[src/rtl/itmr_pkg.sv]
package itmr_pkg;

  // Width of the compare register and of the equality test.
  localparam int CMP_W = 32;

  // Strobes from control to datapath, one set per cycle.
  typedef struct packed {
    logic ldCmp;   // load compare register from write data
    logic rdCnt;   // capture counter into read data
    logic rdZero;  // read at a foreign address: return zero
  } itmr_strb_t;

endpackage

[src/rtl/itmr_dp.sv]
module itmr_dp
  import itmr_pkg::*;
#(
  parameter int CNT_W = 64
) (
  input  logic             clk,
  input  logic             rstN,
  input  itmr_strb_t       strb,
  input  logic [CMP_W-1:0] wrData,
  output logic [CNT_W-1:0] rdData,
  output logic             cntMatch
);

  localparam logic [CMP_W-1:0] CMP_RST = '1;

  logic [CNT_W-1:0] cntQ;
  logic [CMP_W-1:0] cmpQ;
  logic [CNT_W-1:0] rdQ;
  logic [CMP_W-1:0] cntLow;

  always_ff @(posedge clk or negedge rstN) begin
    if (!rstN) cntQ <= '0;
    else       cntQ <= cntQ + CNT_W'(1);
  end

  always_ff @(posedge clk or negedge rstN) begin
    if (!rstN)           cmpQ <= CMP_RST;
    else if (strb.ldCmp) cmpQ <= wrData;
  end

  always_ff @(posedge clk or negedge rstN) begin
    if (!rstN)            rdQ <= '0;
    else if (strb.rdCnt)  rdQ <= cntQ;
    else if (strb.rdZero) rdQ <= '0;
  end

  // Only the low bits of a wide counter take part in the equality test.
  generate
    if (CNT_W == CMP_W) begin : g_narrow
      assign cntLow = cntQ;
    end else begin : g_wide
      assign cntLow = cntQ[CMP_W-1:0];
    end
  endgenerate

  assign cntMatch = (cntLow == cmpQ);
  assign rdData   = rdQ;

  // Checks
  logic pastValid;
  always_ff @(posedge clk or negedge rstN) begin
    if (!rstN) pastValid <= 1'b0;
    else       pastValid <= 1'b1;
  end

  assert_cnt_step_R2: assert property (@(posedge clk) disable iff (!rstN)
    pastValid |-> cntQ == CNT_W'($past(cntQ) + CNT_W'(1)));

  assert_cmp_load_R4: assert property (@(posedge clk) disable iff (!rstN)
    strb.ldCmp |=> cmpQ == $past(wrData));

  assert_cmp_hold_R4: assert property (@(posedge clk) disable iff (!rstN)
    !strb.ldCmp |=> $stable(cmpQ));

  assert_rd_capture_R3: assert property (@(posedge clk) disable iff (!rstN)
    strb.rdCnt |=> rdData == $past(cntQ));

endmodule

[src/rtl/itmr_ctrl.sv]
module itmr_ctrl
  import itmr_pkg::*;
#(
  parameter int          ADDR_W     = 4,
  parameter int unsigned TIMER_ADDR = 9
) (
  input  logic              clk,
  input  logic              rstN,
  input  logic [ADDR_W-1:0] regAddr,
  input  logic              regWrEn,
  input  logic              regRdEn,
  input  logic              irqAck,
  input  logic              irqMask,
  input  logic              cntMatch,
  output itmr_strb_t        strb,
  output logic              irqOut
);

  localparam logic [ADDR_W-1:0] HIT_ADDR = ADDR_W'(TIMER_ADDR);

  logic addrHit;
  logic pendQ;
  logic pendD;

  assign addrHit     = (regAddr == HIT_ADDR);
  assign strb.ldCmp  = regWrEn & addrHit;
  assign strb.rdCnt  = regRdEn & addrHit;
  assign strb.rdZero = regRdEn & ~addrHit;

  // A compare write supersedes everything; a match beats an acknowledge.
  always_comb begin
    if (strb.ldCmp) pendD = 1'b0;
    else            pendD = cntMatch | (pendQ & ~irqAck);
  end

  always_ff @(posedge clk or negedge rstN) begin
    if (!rstN) pendQ <= 1'b0;
    else       pendQ <= pendD;
  end

  assign irqOut = pendQ & ~irqMask;

  // Checks
  assert_match_sets_R5: assert property (@(posedge clk) disable iff (!rstN)
    (cntMatch && !strb.ldCmp) |=> pendQ);

  assert_write_clears_R6: assert property (@(posedge clk) disable iff (!rstN)
    strb.ldCmp |=> !pendQ);

  assert_sticky_R6: assert property (@(posedge clk) disable iff (!rstN)
    (pendQ && !irqAck && !strb.ldCmp) |=> pendQ);

  assert_ack_clears_R7: assert property (@(posedge clk) disable iff (!rstN)
    (irqAck && !cntMatch) |=> !pendQ);

  assert_mask_gate_R8: assert property (@(posedge clk) disable iff (!rstN)
    irqMask |-> !irqOut);

endmodule

[src/rtl/itmr_top.sv]
module itmr_top
  import itmr_pkg::*;
#(
  parameter int          CNT_W      = 64,
  parameter int          ADDR_W     = 4,
  parameter int unsigned TIMER_ADDR = 9
) (
  input  logic              clk,
  input  logic              rstN,
  input  logic [ADDR_W-1:0] regAddr,
  input  logic              regWrEn,
  input  logic [31:0]       regWrData,
  input  logic              regRdEn,
  output logic [CNT_W-1:0]  regRdData,
  input  logic              irqMask,
  input  logic              irqAck,
  output logic              irqOut
);

  itmr_strb_t strb;
  logic       cntMatch;

  itmr_ctrl #(
    .ADDR_W    (ADDR_W),
    .TIMER_ADDR(TIMER_ADDR)
  ) u_ctrl (
    .clk     (clk),
    .rstN    (rstN),
    .regAddr (regAddr),
    .regWrEn (regWrEn),
    .regRdEn (regRdEn),
    .irqAck  (irqAck),
    .irqMask (irqMask),
    .cntMatch(cntMatch),
    .strb    (strb),
    .irqOut  (irqOut)
  );

  itmr_dp #(
    .CNT_W(CNT_W)
  ) u_dp (
    .clk     (clk),
    .rstN    (rstN),
    .strb    (strb),
    .wrData  (regWrData),
    .rdData  (regRdData),
    .cntMatch(cntMatch)
  );

endmodule

[config.mk]
export PLATFORM = sky130hd
export DESIGN_NAME = itmr_top
export DESIGN_NICKNAME = d
export VERILOG_FILES = /design/src/rtl/itmr_pkg.sv /design/src/rtl/itmr_dp.sv /design/src/rtl/itmr_ctrl.sv /design/src/rtl/itmr_top.sv
export SDC_FILE = /design/constraint.sdc
export NUM_CORES = 1
export LEC_CHECK = 0
export BUFFER_PORTS_ARGS = -buffer_cell sky130_fd_sc_hd__buf_4
export CELL_PAD_IN_SITES_DETAIL_PLACEMENT = 1
export CELL_PAD_IN_SITES_GLOBAL_PLACEMENT = 1
export CORE_MARGIN = 2
export CORE_UTILIZATION = 44
export CTS_CLUSTER_SIZE = 14
export DETAILED_ROUTE_END_ITERATION = 8
export GPL_TIMING_DRIVEN = 0
export PLACE_DENSITY_LB_ADDON = 0.1
export SLEW_MARGIN = 10
export SYNTH_ARGS = -nofsm -noshare
export SYNTH_HDL_FRONTEND = slang
export SYNTH_SLANG_ARGS = --single-unit
[constraint.sdc]
create_clock -name clk -period 2.7 [get_ports clk]
set_input_delay 0.27 -clock clk [delete_from_list [all_inputs] [get_ports clk]]
set_output_delay 0.27 -clock clk [all_outputs]
set_load 0.01 [all_outputs]
==> results of run 1 <==
power groups by stage:
stage               logic (mW)  clock network, mW  registers [mW]
finish                   0.384               2.64            2.69
global route             0.422               2.79            2.71
CTS                      0.395               2.68            2.70
detailed placement       0.391                  0            2.74
global placement         0.367                  0            2.73
floorplan                0.226                  0            2.71
kinds of logic after synthesis:
logic type,after synthesis,synth area share (%)
XOR/XNOR,94,11.7
AND/OR/NAND/NOR,207,14.9
adder cells (fa/ha/maj),1,0.177
buffers and inverters,105,5.81
flip-flops,161,57.6
multiplexers,32,5.11
AO/OA/AOI/OAI,66,4.68
metal layers:
| metal | share of wire [%] | wire length [um] | vias to the layer above | GRT usage [%] |
|---|---|---|---|---|
| li1 | - | - | 2438 | - |
| met1 | 43 | 7700 | 2591 | 27.2 |
| met2 | 52 | 9220 | 94 | 39.0 |
| met3 | 3.2 | 576 | 23 | 4.40 |
| met4 | 1.7 | 299 | 0 | 7.51 |
| met5 | 0 | 0 | - | 0 |
layout make-up:
type	count	area, um^2	share of cell area, %
buffer	35	148	1.67
clock buffer	21	460	5.21
clock inverter	10	183	2.07
inverter	70	263	2.97
multi-input combinational	400	2620	29.6
sequential	161	4070	46.0
tap	216	270	3.06
timing repair buffer	107	833	9.42
layout by cell type (no fill, tap or decap), types with 3 or more instances in the layout:
cell       Yosys  routed
xnor2_1       71      71
clkbuf_16      0      17
mux2_2        32      32
buf_4          0     104
dfrtp_1      129     129
nor2_1        19      19
and3_1        10      10
bufinv_16      0       5
xor2_1        23      23
o21ai_0       64      64
clkinv_2       0       3
nor3_1         6       6
dfstp_2       32      32
buf_2         10      10
clkbuf_1      19      21
nand2_1       83      83
nor4_1         9       7
nand3_1       25      25
and4_1         6       6
inv_1         70      70
clkbuf_2       3       3
nand4_1       33      33
nor4_4         0       3
buf_1          3       3
metrics by stage:
step	total power, mW	setup slack, ns	util (%)
after detailed placement	3.13	-0.184	51.7
final	5.71	0.163	56.1
after CTS	5.78	0.0414	55.9
after global routing	5.92	-0.0511	56.1
after global placement	3.10	-0.113	51.5
after floorplan	2.94	0.679	-
worst max-delay path by stage:
| stage | slack [ns] | to | from |
|---|---|---|---|
| detailed placement | -0.18 | u_dp.cntQ[48] | u_dp.cntQ[0] |
| CTS | 0.04 | u_dp.cntQ[49] | u_dp.cntQ[7] |
| global route | -0.05 | u_dp.cntQ[56] | u_dp.cntQ[0] |
| floorplan | 0.68 | u_dp.cntQ[48] | u_dp.cntQ[0] |
| global placement | -0.11 | u_dp.cntQ[48] | u_dp.cntQ[0] |
| finish | 0.16 | u_dp.cntQ[56] | u_dp.cntQ[0] |
registers in the layout, indices dropped and copies added (netlist names):
| name | count |
|---|---|
| u_dp.cmpQ | 32 |
| u_dp.cntQ | 64 |
| u_dp.rdData | 64 |
| u_ctrl.pendQ | 1 |
worst register-to-register path: cells and delay by family (launching register included):
family	cells	cell delay, ns
and+or+nand+nor	4	1.52
DFF	1	0.50
adders and majority gates	1	0.26
xor gates and xnor gates	1	0.18
what timing repair did:
item / CTS / global route
hold buffers: 1 / 0
setup endpoints to repair: 12 / 8
hold endpoints to repair: 83 / 0
gates resized for setup: 2 / 3
gates cloned: 0 / 0
==> impl_metrics.ini, run 1 <==
[worst_setup_path]
r2r_slack_ns = 0.16
path_max_fanout = 8
cp-end-kind = flip-flop
critPathArrivalTime_ns = 2.88
family_with_the_most_delay_on_the_worst_path = simple AND/OR/NAND/NOR gates
critPathMaxStageDelay_ns = 0.57
worstReg2RegEnd = u_dp.cntQ[56]
worstSetupStartpointType = flip-flop
critPathSlowestCell = nor4_4
cp_num_buf_inv = 0
worstSetupPathType = flip-flop to flip-flop
cp_data_required_time_ns = 3.05
crit_cells = 6
ff2ff_path_depth = 6
critical-path-top-cell-by-count = nand3_1
critical_path.cell_chain = ha_1 -> nand3_1 -> nor4_4 -> nand3_1 -> nor4_1 -> xor2_1
r2r-start = u_dp.cntQ[0]

[clock_network]
source_to_sink_clock_delay_at_the_later_pin_of_the_worst_skew_pair_ns = 0.42
number_of_buffers_added_by_the_clock_tree_synthesis_step = 17
clock_path_buffers = 2
clock_sinks = 161
tritoncts = done
postCtsSetupBuffers = 0
h_tree_depth_reported_by_cts = 4
clkTransAtPathRegs_ns = 0.06
clock_tree.root_cell = clkbuf_16

[finish]
stdcell_area_um2 = 8840
area.growth.synth_to_final_pct = 25.3
nFillCells = 1772
post_layout_nonfiller_instances = 1020
num_antenna_cells = 0
final_layout_size_suffix_gt1_share_pct = 27.5
nNetsFinal = 835

[hold_path]
min_to = u_ctrl.pendQ
worstHoldPathType = input port to flip-flop
min-delay-start = regWrEn
worst_hold_path.num_cells = 2

[floorplan]
start_util_pct = 44.8
rows = 46
fp.coreArea_um2 = 15800
io_pins = 107
die-area_um2 = 17100
floorplan.die.height_um = 131
fp.dieW_um = 131

[drt]
detailedRoute.firstPassIterationCount = 4
drc = 0
postRouteAntennaNets = 0
vias_per_cell = 5.05
wl_per_cell_um = 17.4
detailedRoute.firstIterationViolations = 195
via_count = 5146
wl_um = 17800

[timing]
fin_skew_ns = 0.00795
report.final.setup_viol = 0
finalCriticalPeriod_ns = 2.54
timing_hold_violations_final = 0
final.period_utilization_pct = 94.0
number_of_max_slew_violations_in_the_final_report = 0
setup_repair_after_global_routing_missed_its_margin = yes
timing.hold.ws_ns = 0.0350
slew_headroom_pct = 51.9
worstMarginPinSlew_ns = 0.722
fin_tns_setup_ns = 0
fmaxAchievable_mhz = 394

[global_route]
grt_pass1_wl_um = 28600
grt_antenna_before_repair = 0
overall_overflow_remaining_after_global_route = 0
gr-usage-all-layers_pct = 22.1
number_of_global_route_vias_before_repair = 5603
grt_start_max_net_pins = 95

[place]
gp_congestion = 0.789
post-dp-hpwl_um = 12800
place_inst = 988
port-buffer-count = 105
placed_cell_area_um2 = 8150

[synthesis]
fraction_of_the_yosys_area_taken_by_sequential_cells_pct = 57.6
synth_area_um2 = 7060
synth_top_cells_by_area = dfrtp_1 (46%), dfstp_2 (12%), xnor2_1 (8.8%)
ys_seq_elements = 161
synth.cells.most_frequent = dfrtp_1 (129), nand2_1 (83), xnor2_1 (71)
yosys_most_used_dff = dfrtp_1
post_synth_inst_count = 666
ys_async_sr_fraction_pct = 100
most_frequent_cell_after_synthesis = dfrtp_1
synth.yosys.warnings = 0
yosys.cell_types.count = 32
syn_area_per_cell_um2 = 10.6
synth-edff-count = 0
synth_fp_nets = 709
synthDominantCellAreaShare_pct = 45.7
synth.largest_area_cell = dfrtp_1

[run_status]
status = completed

[power_and_ir_drop]
sequentialPowerShare_pct = 47.1
switchingPower_mw = 1.21
irDropWorstVdd_v = 0.000423
power_leakage_nw = 3.97
netSwitchingFraction_pct = 21.2
power_frac_comb_pct = 6.7
cellInternalPower_mw = 4.50
pwr_dens_nw_per_um2 = 646
power_frac_clock_pct = 46.1

[flow_run]
timing.max_cap.violations = 0
No activity file was read; power rests on OpenSTA's default activity.
==> inputs of run 2 (changes only) <==
- CORE_UTILIZATION: 44 -> 30
- SETUP_SLACK_MARGIN: default -> 0.5
==> run 2 against run 1 <==
Against the previous run: first-iteration DRC count fell by 4.1%; combinational power about the same; sequential power about the same; utilization down 16 points; sequential cell count unchanged; sequential share of layout area fell by 2.0 points; design area up 4.8%.
==> impl_metrics.ini, run 2 (synthesized netlist as in run 1, its figures left out) <==
[finish]
mostFrequentLayoutCells = buf_4 (124), dfrtp_1 (123), nand2_1 (83)
final_layout_size_suffix_gt1_share_pct = 32.4
nFillCells = 2656
stdcell_area_um2 = 9270
area.growth.synth_to_final_pct = 31.3
num_antenna_cells = 0
final_common_cell = buf_4
nNetsFinal = 856

[power_and_ir_drop]
netSwitchingFraction_pct = 23.1
switchingPower_mw = 1.27
power_frac_clock_pct = 43.9
power_leakage_nw = 4.12
power_frac_comb_pct = 7.0
pwr_dens_nw_per_um2 = 594
sequentialPowerShare_pct = 49.0
cellInternalPower_mw = 4.23
irDropWorstVdd_v = 0.000380

[place]
gp_congestion = 0.756
placed_cell_area_um2 = 8280
port-buffer-count = 105
post-dp-hpwl_um = 13600

[clock_network]
clock_sinks = 161
clock_path_buffers = 2
clock_tree.root_cell = clkbuf_16
number_of_buffers_added_by_the_clock_tree_synthesis_step = 17
clkTransAtPathRegs_ns = 0.07
source_to_sink_clock_delay_at_the_later_pin_of_the_worst_skew_pair_ns = 0.43
tritoncts = done
h_tree_depth_reported_by_cts = 4

[worst_setup_path]
worstSetupStartpointType = flip-flop
worstReg2RegEnd = u_dp.cntQ[47]
cp_data_required_time_ns = 3.05
worstSetupPathType = flip-flop to flip-flop
r2r-start = u_dp.cntQ[7]
cp-end-kind = flip-flop
ff2ff_path_depth = 7
r2r_slack_ns = 0.57
path_max_fanout = 7
critPathArrivalTime_ns = 2.48

[timing]
number_of_max_slew_violations_in_the_final_report = 0
fmaxAchievable_mhz = 471
slew_headroom_pct = 52.0
finalCriticalPeriod_ns = 2.13
final.period_utilization_pct = 78.7
fin_skew_ns = 0.00831
setup_repair_after_global_routing_missed_its_margin = yes
timing.hold.ws_ns = 0.0689
worstMarginPinSlew_ns = 0.721
timing_hold_violations_final = 0
report.final.setup_viol = 0

[hold_path]
worstHoldPathType = input port to flip-flop
worst_hold_path.num_cells = 2
min_to = u_dp.cmpQ[7]
min-delay-start = regWrData[7]

[floorplan]
start_util_pct = 30.3
io_pins = 107
fp.dieW_um = 157
floorplan.die.height_um = 157
die-area_um2 = 24800
rows = 56
fp.coreArea_um2 = 23300

[global_route]
grt_start_max_net_pins = 93
number_of_global_route_vias_before_repair = 5764
grt_antenna_before_repair = 0
gr-usage-all-layers_pct = 16.5
grt_pass1_wl_um = 31000
overall_overflow_remaining_after_global_route = 0

[drt]
drc = 0
wl_um = 19000
via_count = 5190
postRouteAntennaNets = 0
detailedRoute.firstIterationViolations = 187
wl_per_cell_um = 16.6
detailedRoute.firstPassIterationCount = 4
vias_per_cell = 4.53

[run_status]
status = completed

[flow_run]
timing.max_cap.violations = 0
-- run 2: cell types whose count changed in the layout (fill, tap and decap cells not counted), sizes merged --
cell         previous run  this run
buf                   119       139
clkinv                  5         4
inv                    70        71
dlygate4sd3             1         2
clkbuf                 43        42
bufinv                  5         2
clkinvlp                0         5
-- run 2: routing by layer --
layer | vias up | routed length (um) | global-route usage, %
met5 | - | 0 | 0
li1 | 2494 | - | -
met2 | 93 | 9650 | 28.1
met1 | 2584 | 8460 | 20.8
met3 | 19 | 639 | 3.58
met4 | 0 | 306 | 5.67
-- run 2: metrics by stage --
stage          utilization, %  setup TNS [ns]  setup slack, ns  power (mW)  std cells
2_1_floorplan               -               0            0.679        2.94        666
3_3_place_gp             35.4           -5.90           -0.330        3.11       1090
3_5_place_dp             35.6           -7.18           -0.331        3.14       1091
4_1_cts                  39.5               0            0.469        5.61       1141
5_1_grt                  39.8               0            0.436        5.75       1145
6_report                 39.8               0            0.575        5.51       1145
-- run 2: cell type report --
cell class / count / area (um^2) / area share, %
repair buffers: 128 / 993 / 10.7
inverters: 70 / 263 / 2.83
clock inverters: 12 / 134 / 1.44
plain buffers: 35 / 220 / 2.38
flip-flops and latches: 161 / 4080 / 44.0
clock buffers: 20 / 457 / 4.93
well taps: 319 / 399 / 4.31
multi-input cells: 400 / 2730 / 29.4
-- run 2: power by group through the flow --
stage | clock, mW | sequential (mW) | combinational (mW)
after floorplan | 0 | 2.71 | 0.226
after global placement | 0 | 2.74 | 0.376
after detailed placement | 0 | 2.75 | 0.395
after CTS | 2.50 | 2.70 | 0.401
after global routing | 2.60 | 2.72 | 0.430
final | 2.42 | 2.70 | 0.387
-- run 2: timing repair --
item / in CTS / in global routing
hold buffers: 2 / 0
setup endpoints to repair: 104 / 18
setup buffers: 16 / 4
endpoints found under the hold margin: 60 / 0
gates resized for setup: 45 / 13
gates cloned: 0 / 0
pin swaps: 8 / 6
-- run 2: worst max-delay path by stage --
stage,from,to,slack (ns),cells after the start
3_3_place_gp,u_dp.cntQ[0],u_dp.cntQ[48],-0.33,6
6_report,u_dp.cntQ[7],u_dp.cntQ[47],0.57,7
5_1_grt,u_dp.cntQ[7],u_dp.cntQ[47],0.44,7
2_1_floorplan,u_dp.cntQ[0],u_dp.cntQ[48],0.68,6
4_1_cts,u_dp.cntQ[7],u_dp.cntQ[49],0.47,7
3_5_place_dp,regAddr[1],u_dp.rdData[18],-0.33,7
-- run 2: critical path, cell delays in order, from the launching register on --
cell,delay (ns)
dfrtp_1,0.35
buf_6,0.12
nand4_1,0.15
or4_4,0.56
buf_8,0.15
or4_4,0.43
nor3_4,0.13
xor2_1,0.15
==> inputs of run 3 (changes only) <==
- ABC_AREA: default -> 1
- clock period: 2.7 -> 1.8 ns (I/O delays scaled with it)
==> run 3 against run 2 <==
Against the previous run: the flow now finishes with violations (negative setup slack); non-clock buffer count rose by 132; clock skew rose by 0.0048 ns; global-route usage rose by 3.5 points; combinational power rose by 74%; sequential power rose by 48%; clock power rose by 66%; maximum frequency rose by 16%; synthesized cell count rose by 39%; area after synthesis rose by 11%; via count rose by 38%; routed wire length rose by 47%; critical path type unchanged.
==> impl_metrics.ini, run 3 <==
[power_and_ir_drop]
netSwitchingFraction_pct = 24.1
irDropWorstVdd_v = 0.000426
pwr_dens_nw_per_um2 = 716
cellInternalPower_mw = 6.59
power_frac_comb_pct = 7.8
power_frac_clock_pct = 46.2
switchingPower_mw = 2.10
power_leakage_nw = 5.64
sequentialPowerShare_pct = 46.1

[drt]
detailedRoute.firstIterationViolations = 359
wl_per_cell_um = 18.0
wl_um = 28100
detailedRoute.firstPassIterationCount = 5
via_count = 7140
postRouteAntennaNets = 0
drc = 0
vias_per_cell = 4.58

[clock_network]
tritoncts = done
h_tree_depth_reported_by_cts = 4
clock_tree.root_cell = clkbuf_16
clkTransAtPathRegs_ns = 0.07
number_of_buffers_added_by_the_clock_tree_synthesis_step = 17
clock_path_buffers = 2
source_to_sink_clock_delay_at_the_later_pin_of_the_worst_skew_pair_ns = 0.43
clock_sinks = 161

[floorplan]
start_util_pct = 30.2
die-area_um2 = 27300
fp.dieW_um = 165
fp.coreArea_um2 = 25800
floorplan.die.height_um = 165
rows = 59
io_pins = 107

[finish]
area.growth.synth_to_final_pct = 55.3
mostFrequentLayoutCells = nand2_1 (199), buf_4 (190), inv_1 (152)
seqCellArea_um2 = 4100
nFillCells = 2983
nNetsFinal = 1254
finish.utilization_pct = 46.9
num_antenna_cells = 0
multiInputGateArea_um2 = 3800
final_layout_size_suffix_gt1_share_pct = 40.9
final_common_cell = nand2_1

[synthesis]
synth_fp_nets = 967
synthDominantCellAreaShare_pct = 41.3
synth.cells.most_frequent = nand2_1 (229), inv_1 (172), dfrtp_1 (129)
post_synth_inst_count = 924
synth.yosys.warnings = 0
synth.largest_area_cell = dfrtp_1
fraction_of_the_yosys_area_taken_by_sequential_cells_pct = 52.1
yosys_most_used_dff = dfrtp_1
syn_area_per_cell_um2 = 8.45
ys_async_sr_fraction_pct = 100
synth-edff-count = 0
ys_seq_elements = 161
synth_top_cells_by_area = dfrtp_1 (41%), nand2_1 (11%), dfstp_2 (11%)
most_frequent_cell_after_synthesis = nand2_1
yosys.cell_types.count = 30
synth_area_um2 = 7810

[timing]
slew_headroom_pct = 66.9
fin_skew_ns = 0.0131
fmaxAchievable_mhz = 547
worstMarginPinSlew_ns = 0.497
post-route-worst-setup-slack_ns = -0.0272
finalCriticalPeriod_ns = 1.83
timing.hold.ws_ns = 0.131
number_of_max_slew_violations_in_the_final_report = 0
timing_hold_violations_final = 0
final.period_utilization_pct = 102
setup_repair_after_global_routing_missed_its_margin = yes
report.final.setup_viol = 1

[worst_setup_path]
cp_data_required_time_ns = 2.12
path_max_fanout = 4
critPathArrivalTime_ns = 2.14
cp-end-kind = flip-flop
worstSetupPathType = flip-flop to flip-flop
worstSetupStartpointType = flip-flop

[run_status]
violations = negative setup slack
status = complete, but fails checks

[global_route]
grt_pass1_wl_um = 41200
gr-usage-all-layers_pct = 20.0
overall_overflow_remaining_after_global_route = 0
grt_start_max_net_pins = 89
grt_antenna_before_repair = 0
number_of_global_route_vias_before_repair = 7400

[place]
port-buffer-count = 106
gp_congestion = 0.798
post-dp-hpwl_um = 18300

[hold_path]
worstHoldPathType = input port to flip-flop

[flow_run]
timing.max_cap.violations = 0
==> run 3: changes by cell type in the layout (fill, tap and decap cells not counted), sizes merged, moves of 15 or more <==
cell / delta
xnor2: -45
nand2: +152
nand3: +15
mux2: -32
buf: +105
nor2: +62
nor3: +23
dlygate4sd3: +32
o21ai: -56
inv: +106
o22ai: +64
xor2: +28
==> run 3: path summary, 6_finish.rpt <==
path	start	end	slack, ns	depth (start not counted)
setup / recovery	u_dp.cntQ[0]	u_dp.cntQ[38]	-0.03	7
hold / removal	regWrEn	u_dp.cmpQ[4]	0.13	4
setup reg to reg	u_dp.cntQ[0]	u_dp.cntQ[38]	-0.03	7
hold reg to reg	u_dp.cntQ[63]	u_dp.cntQ[63]	0.46	1
max in group asynchronous	rstN	u_dp.cntQ[31]	0.70	3
min in group asynchronous	rstN	u_dp.cntQ[0]	0.27	2
==> run 3: cell families (layout without fill, tap and decap cells) <==
family / Yosys count / after routing / synth area share [%]
AND/OR/NAND/NOR: 412 / 412 / 23.6
flip-flops: 161 / 161 / 52.1
AO/OA/AOI/OAI: 73 / 73 / 5.70
adder cells (fa/ha/maj): 1 / 1 / 0.160
buffers and inverters: 200 / 500 / 9.77
XOR/XNOR: 77 / 77 / 8.64
==> run 3: critical path: stages (launching register included) <==
cell     delay, ns
dfrtp_2       0.47
ha_4          0.18
nand3_4       0.10
nor2_4        0.16
nand3_4       0.15
buf_4         0.18
nor3_2        0.19
xor2_1        0.27
==> run 3: stage by stage <==
step / TNS (ns) / power, mW / setup slack [ns] / area [um^2] / std cells
after CTS: 0 / 8.79 / 0.150 / 11400 / 1517
after detailed placement: -1.47 / 4.66 / -0.110 / 9170 / 1366
after global routing: -0.0370 / 9.03 / -0.0370 / 12100 / 1559
final: -0.0272 / 8.69 / -0.0272 / 12100 / 1559
after global placement: -65.08 / 4.62 / -0.674 / 9130 / 1365
after floorplan: 0 / 4.37 / 0.363 / 7920 / 924
==> run 3: cell type report <==
type                            count  share of cell area [%]
Timing Repair Buffer              268                    19.2
Clock buffer                       18                    3.62
Tap cell                          335                    3.46
Buffer                             27                    1.45
Clock inverter                     14                    1.65
Inverter                          173                    5.51
Multi-Input combinational cell    563                    31.4
Sequential cell                   161                    33.8
==> run 3: timing repair <==
item / CTS / global route
hold buffers: 34 / 0
setup buffers: 85 / 42
setup endpoints to repair: 136 / 151
pin swaps: 83 / 78
gates cloned: 0 / 0
hold endpoints to repair: 77 / 0
gates resized for setup: 172 / 96
==> run 3: metal layers <==
metal | up-vias | wire (um) | global-route usage (%)
met5 | - | 0 | 0
met1 | 3521 | 12500 | 27.0
met2 | 138 | 13800 | 33.7
met3 | 46 | 904 | 2.77
li1 | 3435 | - | -
met4 | 0 | 870 | 5.88
==> run 3: power by group through the flow <==
stage	combinational, mW	sequential [mW]	clock [mW]
global route	0.774	4.02	4.24
CTS	0.677	4.00	4.11
finish	0.675	4.00	4.01
detailed placement	0.592	4.06	0
floorplan	0.346	4.03	0
global placement	0.567	4.06	0
